### src/rtl/npc_pkg.sv
package npc_pkg;

    typedef enum logic [3:0] {
        OP_NONE   = 4'd0,
        OP_BEQ    = 4'd1,
        OP_BNE    = 4'd2,
        OP_BLEZ   = 4'd3,
        OP_BGTZ   = 4'd4,
        OP_BLTZ   = 4'd5,
        OP_BGEZ   = 4'd6,
        OP_BLTZAL = 4'd7,
        OP_BGEZAL = 4'd8,
        OP_J      = 4'd9,
        OP_JAL    = 4'd10,
        OP_JR     = 4'd11
    } ctl_op_e;

    typedef enum logic {
        ST_SEQ  = 1'b0,
        ST_SLOT = 1'b1
    } slot_state_e;

    typedef enum logic [1:0] {
        TK_REL    = 2'd0,
        TK_REGION = 2'd1,
        TK_REG    = 2'd2
    } tgt_kind_e;

    typedef struct packed {
        logic      is_ctl;
        logic      link;
        tgt_kind_e kind;
    } ctl_dec_t;

endpackage

### src/rtl/npc_cond.sv
module npc_cond
    import npc_pkg::*;
#(
    parameter int XLEN = 32
) (
    input  logic [3:0]      op_i,
    input  logic [XLEN-1:0] a_i,
    input  logic [XLEN-1:0] b_i,
    output ctl_dec_t        dec_o,
    output logic            cond_o
);

    logic is_zero;
    logic is_neg;
    logic is_eq;

    assign is_zero = (a_i == '0);
    assign is_neg  = a_i[XLEN-1];
    assign is_eq   = (a_i == b_i);

    always_comb begin
        dec_o.is_ctl = 1'b0;
        dec_o.link   = 1'b0;
        dec_o.kind   = TK_REL;
        cond_o       = 1'b0;
        unique case (op_i)
            OP_BEQ:    begin dec_o.is_ctl = 1'b1; cond_o = is_eq; end
            OP_BNE:    begin dec_o.is_ctl = 1'b1; cond_o = !is_eq; end
            OP_BLEZ:   begin dec_o.is_ctl = 1'b1; cond_o = is_neg || is_zero; end
            OP_BGTZ:   begin dec_o.is_ctl = 1'b1; cond_o = !is_neg && !is_zero; end
            OP_BLTZ:   begin dec_o.is_ctl = 1'b1; cond_o = is_neg; end
            OP_BGEZ:   begin dec_o.is_ctl = 1'b1; cond_o = !is_neg; end
            OP_BLTZAL: begin dec_o.is_ctl = 1'b1; dec_o.link = 1'b1; cond_o = is_neg; end
            OP_BGEZAL: begin dec_o.is_ctl = 1'b1; dec_o.link = 1'b1; cond_o = !is_neg; end
            OP_J:      begin dec_o.is_ctl = 1'b1; dec_o.kind = TK_REGION; cond_o = 1'b1; end
            OP_JAL:    begin
                dec_o.is_ctl = 1'b1; dec_o.link = 1'b1;
                dec_o.kind = TK_REGION; cond_o = 1'b1;
            end
            OP_JR:     begin dec_o.is_ctl = 1'b1; dec_o.kind = TK_REG; cond_o = 1'b1; end
            default:   begin dec_o.is_ctl = 1'b0; cond_o = 1'b0; end
        endcase
    end

    always_comb begin
        assert (!(dec_o.link && !dec_o.is_ctl));
    end

endmodule

### src/rtl/npc_target.sv
module npc_target
    import npc_pkg::*;
#(
    parameter int XLEN       = 32,
    parameter int OFF_W      = 16,
    parameter int IDX_W      = 26,
    parameter int INSN_BYTES = 4
) (
    input  logic [XLEN-1:0]  pc_i,
    input  logic [OFF_W-1:0] offset_i,
    input  logic [IDX_W-1:0] jidx_i,
    input  logic [XLEN-1:0]  jreg_i,
    input  tgt_kind_e        kind_i,
    output logic [XLEN-1:0]  seq_o,
    output logic [XLEN-1:0]  tgt_o
);

    localparam int SHIFT    = $clog2(INSN_BYTES);
    localparam int REGION_W = XLEN - IDX_W - SHIFT;

    logic [XLEN-1:0] off_sx;
    logic [XLEN-1:0] rel_tgt;
    logic [XLEN-1:0] region_tgt;

    assign seq_o   = pc_i + XLEN'(INSN_BYTES);
    assign off_sx  = {{(XLEN-OFF_W){offset_i[OFF_W-1]}}, offset_i};
    assign rel_tgt = seq_o + (off_sx << SHIFT);

    generate
        if (REGION_W > 0) begin : g_region
            assign region_tgt = {seq_o[XLEN-1 -: REGION_W], jidx_i, {SHIFT{1'b0}}};
        end else begin : g_flat
            logic [IDX_W+SHIFT-1:0] wide;
            assign wide       = {jidx_i, {SHIFT{1'b0}}};
            assign region_tgt = wide[XLEN-1:0];
        end
    endgenerate

    always_comb begin
        unique case (kind_i)
            TK_REGION: tgt_o = region_tgt;
            TK_REG:    tgt_o = jreg_i;
            default:   tgt_o = rel_tgt;
        endcase
    end

    always_comb begin
        if (kind_i == TK_REGION) assert (tgt_o[SHIFT-1:0] == '0);
    end

endmodule

### src/rtl/npc_slot_fsm.sv
module npc_slot_fsm
    import npc_pkg::*;
#(
    parameter int XLEN = 32
) (
    input  logic            clk,
    input  logic            rst_n,
    input  logic            take_i,
    input  logic [XLEN-1:0] tgt_i,
    output logic            slot_o,
    output logic [XLEN-1:0] held_o
);

    slot_state_e     state_q;
    logic [XLEN-1:0] held_q;

    always_ff @(posedge clk) begin
        if (!rst_n) begin
            state_q <= ST_SEQ;
        end else begin
            unique case (state_q)
                ST_SEQ:  state_q <= take_i ? ST_SLOT : ST_SEQ;
                ST_SLOT: state_q <= ST_SEQ;
                default: state_q <= ST_SEQ;
            endcase
        end
    end

    always_ff @(posedge clk) begin
        if (!rst_n) begin
            held_q <= '0;
        end else if (state_q == ST_SEQ && take_i) begin
            held_q <= tgt_i;
        end
    end

    always_comb begin
        slot_o = (state_q == ST_SLOT);
        held_o = held_q;
    end

    AST_SLOT_ONE_CYCLE: assert property (@(posedge clk) disable iff (!rst_n)
        (state_q == ST_SLOT) |=> (state_q == ST_SEQ));

endmodule

### src/rtl/npc_unit.sv
module npc_unit
    import npc_pkg::*;
#(
    parameter int XLEN       = 32,
    parameter int OFF_W      = 16,
    parameter int IDX_W      = 26,
    parameter int INSN_BYTES = 4,
    parameter int RADDR_W    = 5,
    parameter int LINK_REG   = 31
) (
    input  logic               clk,
    input  logic               rst_n,
    input  logic [XLEN-1:0]    pc_i,
    input  logic [3:0]         op_i,
    input  logic [XLEN-1:0]    rs_val_i,
    input  logic [XLEN-1:0]    rt_val_i,
    input  logic [OFF_W-1:0]   offset_i,
    input  logic [IDX_W-1:0]   jidx_i,
    input  logic [XLEN-1:0]    jreg_i,
    output logic [XLEN-1:0]    npc_o,
    output logic               taken_o,
    output logic               link_we_o,
    output logic [RADDR_W-1:0] link_reg_o,
    output logic [XLEN-1:0]    link_data_o
);

    ctl_dec_t        dec;
    logic            cond_met;
    logic [XLEN-1:0] seq_pc;
    logic [XLEN-1:0] tgt;
    logic            in_slot;
    logic [XLEN-1:0] held_tgt;
    logic            take;

    npc_cond #(.XLEN(XLEN)) cond_i (
        .op_i   (op_i),
        .a_i    (rs_val_i),
        .b_i    (rt_val_i),
        .dec_o  (dec),
        .cond_o (cond_met)
    );

    npc_target #(
        .XLEN(XLEN), .OFF_W(OFF_W), .IDX_W(IDX_W), .INSN_BYTES(INSN_BYTES)
    ) target_i (
        .pc_i     (pc_i),
        .offset_i (offset_i),
        .jidx_i   (jidx_i),
        .jreg_i   (jreg_i),
        .kind_i   (dec.kind),
        .seq_o    (seq_pc),
        .tgt_o    (tgt)
    );

    assign take = dec.is_ctl && cond_met && !in_slot;

    npc_slot_fsm #(.XLEN(XLEN)) fsm_i (
        .clk    (clk),
        .rst_n  (rst_n),
        .take_i (take),
        .tgt_i  (tgt),
        .slot_o (in_slot),
        .held_o (held_tgt)
    );

    always_comb begin
        taken_o     = take;
        link_we_o   = dec.link && !in_slot;
        link_reg_o  = RADDR_W'(LINK_REG);
        link_data_o = seq_pc;
        npc_o       = in_slot ? held_tgt : seq_pc;
    end

    AST_REDIRECT_AFTER_SLOT: assert property (@(posedge clk) disable iff (!rst_n)
        taken_o |=> (npc_o == $past(tgt)));

    AST_SLOT_QUIET: assert property (@(posedge clk) disable iff (!rst_n)
        taken_o |=> (!taken_o && !link_we_o));

    AST_LINK_TARGET_REG: assert property (@(posedge clk) disable iff (!rst_n)
        link_we_o |-> (link_reg_o == RADDR_W'(LINK_REG) && link_data_o == pc_i + XLEN'(INSN_BYTES)));

    AST_NONCTL_QUIET: assert property (@(posedge clk) disable iff (!rst_n)
        (op_i == 4'd0 || op_i > 4'd11) |-> (!taken_o && !link_we_o));

    AST_RESUME_SEQ: assert property (@(posedge clk) disable iff (!rst_n)
        taken_o |=> ##1 (npc_o == pc_i + XLEN'(INSN_BYTES) || taken_o || $past(taken_o)));

endmodule

### config.mk
export PLATFORM = sky130hd
export DESIGN_NAME = npc_unit
export DESIGN_NICKNAME = d
export VERILOG_FILES = /design/src/rtl/npc_pkg.sv /design/src/rtl/npc_cond.sv /design/src/rtl/npc_target.sv /design/src/rtl/npc_slot_fsm.sv /design/src/rtl/npc_unit.sv
export SDC_FILE = /design/constraint.sdc
export NUM_CORES = 1
export LEC_CHECK = 0
export ABC_CLOCK_PERIOD_IN_PS = 6300
export BUFFER_PORTS_ARGS = -buffer_cell sky130_fd_sc_hd__buf_2
export CORE_MARGIN = 5
export CORE_UTILIZATION = 52
export CTS_CLUSTER_SIZE = 14
export DETAILED_ROUTE_END_ITERATION = 12
export PLACE_DENSITY_LB_ADDON = 0.2
export SLEW_MARGIN = 5
export SYNTH_ARGS = -nofsm -noshare
export SYNTH_HDL_FRONTEND = slang
export SYNTH_HIERARCHICAL = 1
export SYNTH_SLANG_ARGS = --single-unit
export TNS_END_PERCENT = 10
### constraint.sdc
create_clock -name clk -period 6.3 [get_ports clk]
set_input_delay 0.945 -clock clk [delete_from_list [all_inputs] [get_ports clk]]
set_output_delay 0.945 -clock clk [all_outputs]
set_load 0.03 [all_outputs]
==> results_dict.tcl, run 1 <==
set metrics [dict create \
    track_usage_pct 29.0 \
    cp_top_family "simple AND/OR/NAND/NOR gates" \
    max_freq_mhz 217 \
    fp.coreArea_um2 9770 \
    first_iter_violations 361 \
    powerDensity_nw_per_um2 161 \
    syn_area_um2 5230 \
    post_cts_buffers 0 \
    setup_viol 0 \
    cts_tree "yes" \
    ys_seq_area_share_pct 12.6 \
    drv_slew 0 \
    cts_root_buf "clkbuf_8" \
    critPathBufInv 1 \
    wire_per_inst_um 17.8 \
    critPathRequiredTime_ps 6550 \
    vias 5918 \
    start_util_pct 53.5 \
    fin_nets 1089 \
    pin_count 247 \
    status "finished clean" \
    grt_first_pass_wirelength_mm 28.3 \
    hold_buffers 0 \
    synth.distinct_cells 68 \
    antenna_found_initial 0 \
    dieArea_um2 12200 \
    rsz0062_at_grt "false" \
    fin_crit_ps 4600 \
    gp_congestion 0.917 \
    p_leak_nw 3.03 \
    cp_max_fo 8 \
    yosysWarningCount 6 \
    cp_slowest_cell "or3_1" \
    drt-total-wl_mm 18.1 \
    cp_slowest_stage_delay_ps 410 \
    grt-ovfl-total 0 \
    num_rows 36 \
    grt_max_degree 66 \
    htreeDepth 2 \
    drc 0 \
    drtPass1Iterations 5 \
    min_period_over_period_pct 73.0 \
    cts_resized 0 \
    dp_hpwl_mm 14.2 \
    critPathKind "primary input to flip-flop" \
    via_per_inst 5.84 \
    hold_slack_ps 462 \
    drive_above_1_share_pct 34.8 \
    clockBufferDepth 2 \
    crit_chain "buf_2 -> and3_1 -> nand4_1 -> or2_2 -> nor2_1 -> nand3_1 -> xnor2_1 -> ha_1 -> a21oi_1 -> o21ai_0 -> or3_1 -> o21a_1 -> a221o_1 -> a311oi_1 -> nand2_1 -> mux2i_1" \
    die_x_um 110 \
    insertion_delay_ps 310 \
    hp-class "flip-flop to flip-flop" \
    r2r_slack_ps 3970 \
    grt_pass1_vias 6023 \
    antenna_cells 0 \
    cp_data_arrival_time_ps 4840 \
    startpoint_type "primary input" \
    path_clk_slew_ps 90 \
    port_buffers 241 \
    synthCells 660 \
    synth-edff-count 0 \
    hold_violations 0 \
    area_growth_pct 24.0 \
    fill_cells 895 \
    async_reset_ff_share_pct 0 \
    cap_violations 0 \
    numCtsBuffers 5 \
    irDropWorstVdd_v 0.0000997 \
    cts.sinks 33 \
    tightestPinTransition_ps 741 \
    die_y_um 110 \
    slew_headroom_pct 50.6 \
    avgSynthCellArea_um2 7.92 \
    ys_ff_latch 33 \
    finClkSkew_ps 13.5 \
    antenna_left 0 \
    fin_setup_tns_ps 0 \
    crit_path_end_kind "flip-flop" \
    ys.flop_type "dfxtp_1" \
]
-- state kept, by name (all words and copies together) (netlist names) --
register / flops
fsm_i/held_o: 32
fsm_i/slot_o: 1
-- cells in the mapped netlist (all sizes together) (7+ instances only) --
cell type	count	area share, %
nand2	98	7.0
xor2	45	7.5
a21oi	41	4.0
nor2	34	2.4
dfxtp	33	13
ha	33	7.9
mux2	33	9.1
mux2i	32	6.1
xnor2	28	4.7
buf	23	4.5
nand3	22	2.1
a221oi	21	3.6
nor4	20	2.4
o21ai	20	1.9
inv	16	1.1
clkbuf	15	1.1
nand4	11	1.3
nor3	11	1.1
a21o	9	1.3
a22oi	9	1.3
a211oi	7	1.3
and3	7	0.84
o21bai	7	1.1
or3	7	0.84
-- worst paths after layout --
kind / from / depth (start not counted) / endpoint
hold / removal: fsm_i/held_o[26] / 2 / fsm_i/held_o[26]
hold reg to reg: fsm_i/held_o[26] / 2 / fsm_i/held_o[26]
setup reg to reg: fsm_i/slot_o / 5 / fsm_i/slot_o
setup / recovery: pc_i[7] / 16 / fsm_i/held_o[30]
-- routing by layer --
layer | global-route usage [%] | vias to the layer above | share of wire (%)
li1 | - | 2871 | -
met1 | 35.2 | 2737 | 40
met2 | 52.6 | 277 | 49
met3 | 4.37 | 33 | 8.8
met4 | 8.62 | 0 | 2.1
met5 | 0 | - | 0
-- power by group --
part,internal [mW],total (mW),switching (mW)
Combinational,0.240,0.570,0.330
Sequential,0.233,0.252,0.0187
Clock,0.119,0.220,0.101
Total,0.591,1.04,0.450
-- layout by cell type, fill, tap and decap left out, drive strengths merged, types with 5 or more instances in the layout --
master / n
nand2: 98
a21oi: 41
nand3: 22
nor4: 20
nand2b: 6
a31o: 6
a21o: 9
o21bai: 7
nor3: 11
buf: 246
nor2: 34
o21ai: 20
a221oi: 21
xnor2: 28
o211a: 5
a22oi: 9
inv: 16
mux2: 33
o211ai: 5
mux2i: 32
nor2b: 6
o31ai: 5
and3: 7
nand4: 11
clkbuf: 5
xor2: 45
a211oi: 7
dfxtp: 33
ha: 33
or3: 7
o21a: 5
conb: 5
-- layout make-up --
type	instances	area [um2]	area share [%]
clock buffer	5	68.8	1.06
clock inverter	3	46.3	0.715
sequential	33	662	10.2
tap	133	166	2.57
multi-input combinational	576	4230	65.3
timing repair buffer	246	1240	19.2
inverter	17	63.8	0.985
-- kinds of logic (layout without fill, tap and decap cells) --
family	count (synthesis)	in the layout	synth area share [%]
AND/OR/NAND/NOR	237	237	21.9
AO/OA/AOI/OAI	161	161	22.3
XOR/XNOR	74	74	12.7
multiplexers	65	65	15.3
buffers and inverters	55	271	6.80
adder cells (fa/ha/maj)	34	34	8.29
flip-flops	33	33	12.6
other	1	5	0.0718
-- stage by stage --
stage	setup slack [ps]	utilization, %	cell area, um2	power, mW	instances
floorplan	1630	-	5240	0.666	664
global placement	1600	65.1	6360	0.806	1005
detailed placement	1500	65.1	6360	0.819	1005
CTS	1830	66.3	6480	1.04	1013
global route	1530	66.3	6480	1.11	1013
finish	1700	66.3	6480	1.04	1013
-- worst reg2reg max path: cells and delay by family, from the launching register on --
family,cells,cell delay [ps]
buf+inv,2,810
flops,1,760
simple gates,3,660
Note: power is estimated with default switching activity, not from simulation.
==> inputs of run 2 (changes only) <==
ABC_CLOCK_PERIOD_IN_PS = 4040   (was 6300)
CORE_UTILIZATION = 44   (was 52)
clock period = 4.04 ns   (was 6.3 ns; I/O delays follow)
==> results_dict.tcl, run 2 (synthesized netlist as in run 1, its figures left out) <==
set metrics [dict create \
    via_per_inst 5.57 \
    antenna_left 0 \
    power.total_mw 1.75 \
    largest_register_ffs 32 \
    drive_above_1_share_pct 40.2 \
    numCtsBuffers 5 \
    fin_nets 1152 \
    powerDensity_nw_per_um2 247 \
    drv_slew 0 \
    clockBufferDepth 2 \
    grtUsageMet3_pct 4.31 \
    port_buffers 241 \
    fp.coreArea_um2 11500 \
    hold_buffers 0 \
    fin_setup_tns_ps 0 \
    critPathRequiredTime_ps 4250 \
    cp_max_fo 5 \
    finClkSkew_ps 10.0 \
    path_clk_slew_ps 60 \
    final_cell_mix "241 x buf_2, 98 x nand2_1, 68 x buf_4, 42 x xor2_1, 40 x a21oi_1" \
    cts_tree "yes" \
    pin_count 247 \
    met2_usage_pct 45.5 \
    grt_first_pass_wirelength_mm 29.8 \
    grt-ovfl-total 0 \
    cap_violations 0 \
    area_growth_pct 35.5 \
    hold_violations 0 \
    grt_max_degree 66 \
    wire_per_inst_um 17.0 \
    drt-total-wl_mm 18.4 \
    startpoint_type "primary input" \
    p_leak_nw 3.39 \
    fin_crit_ps 3880 \
    cts.sinks 33 \
    htreeDepth 2 \
    drc 0 \
    dp_hpwl_mm 14.8 \
    antenna_cells 0 \
    cp_data_arrival_time_ps 4090 \
    antenna_found_initial 0 \
    gp_congestion 0.912 \
    min_period_over_period_pct 96.0 \
    crit_path_end_kind "flip-flop" \
    status "finished clean" \
    start_util_pct 45.4 \
    grt_pass1_vias 6244 \
    dieArea_um2 14200 \
    num_rows 39 \
    critPathKind "primary input to flip-flop" \
    setup_viol 0 \
    vias 6051 \
    top_usage_layer "met2" \
    layout_commonest_cell "buf_2" \
    cts_root_buf "clkbuf_16" \
    die_x_um 119 \
    slew_headroom_pct 18.1 \
    irDropWorstVdd_v 0.000153 \
    hp-class "flip-flop to flip-flop" \
    max_freq_mhz 258 \
    drtPass1Iterations 5 \
    grt_use_met1_pct 31.2 \
    track_usage_pct 25.0 \
    first_iter_violations 310 \
    rsz0062_at_grt "true" \
    insertion_delay_ps 280 \
    die_y_um 119 \
    tightestPinTransition_ps 1230 \
]
[run 2: layout make-up]
class,instances,area [um2]
repair buffers,309,1720
inverters,17,63.8
clock inverters,1,5.00
well taps,143,179
clock buffers,7,153
flip-flops and latches,33,662
fillers,1051,4440
multi-input cells,576,4300
[run 2: power by group]
group          leakage, nW  switching, mW  internal [mW]
Sequential           0.270         0.0346          0.364
Clock               0.0799          0.153          0.261
Combinational         3.04          0.515          0.419
Total                 3.39          0.703           1.04
[run 2: routing by layer]
metal  wire length, um  vias to the layer above
met5                 0                        -
met4               171                        0
met3              1140                       14
met2              9250                      204
met1              7850                     2839
li1                  -                     2994
[run 2: worst paths after layout]
path	slack, ps	endpoint	depth (start not counted)	startpoint
setup / recovery	160	fsm_i/held_o[25]	17	pc_i[2]
hold / removal	460	fsm_i/held_o[24]	2	fsm_i/held_o[24]
setup reg to reg	1770	fsm_i/slot_o	4	fsm_i/slot_o
hold reg to reg	460	fsm_i/held_o[24]	2	fsm_i/held_o[24]
[run 2: through the flow]
stage	instance area [um2]	hold WS [ps]	cells	utilization (%)	setup slack, ps
floorplan	5300	431	664	-	-61.9
global placement	6900	441	1078	60.0	30.1
detailed placement	6900	450	1078	60.0	-128
CTS	7060	461	1086	61.3	147
global route	7080	479	1086	61.5	-7.54
finish	7080	457	1086	61.5	160
[run 2: timing repair]
| action | CTS | global route |
|---|---|---|
| gates resized for setup | 0 | 5 |
| endpoints found under the setup margin | 0 | 4 |
| setup buffers | 0 | 0 |
[run 2: worst max-delay path, cell delays in order]
cell and delay, ps:
buf_2 110, ha_1 170, and4_1 250, and4_1 270
nand2_1 190, nor2_1 210, xor2_2 110, ha_1 330
nand2_1 60, a21oi_1 160, a221oi_2 90, nand3b_2 270
a311oi_1 620, nor2_1 130, a211oi_1 240, nand2_1 100
mux2i_1 170
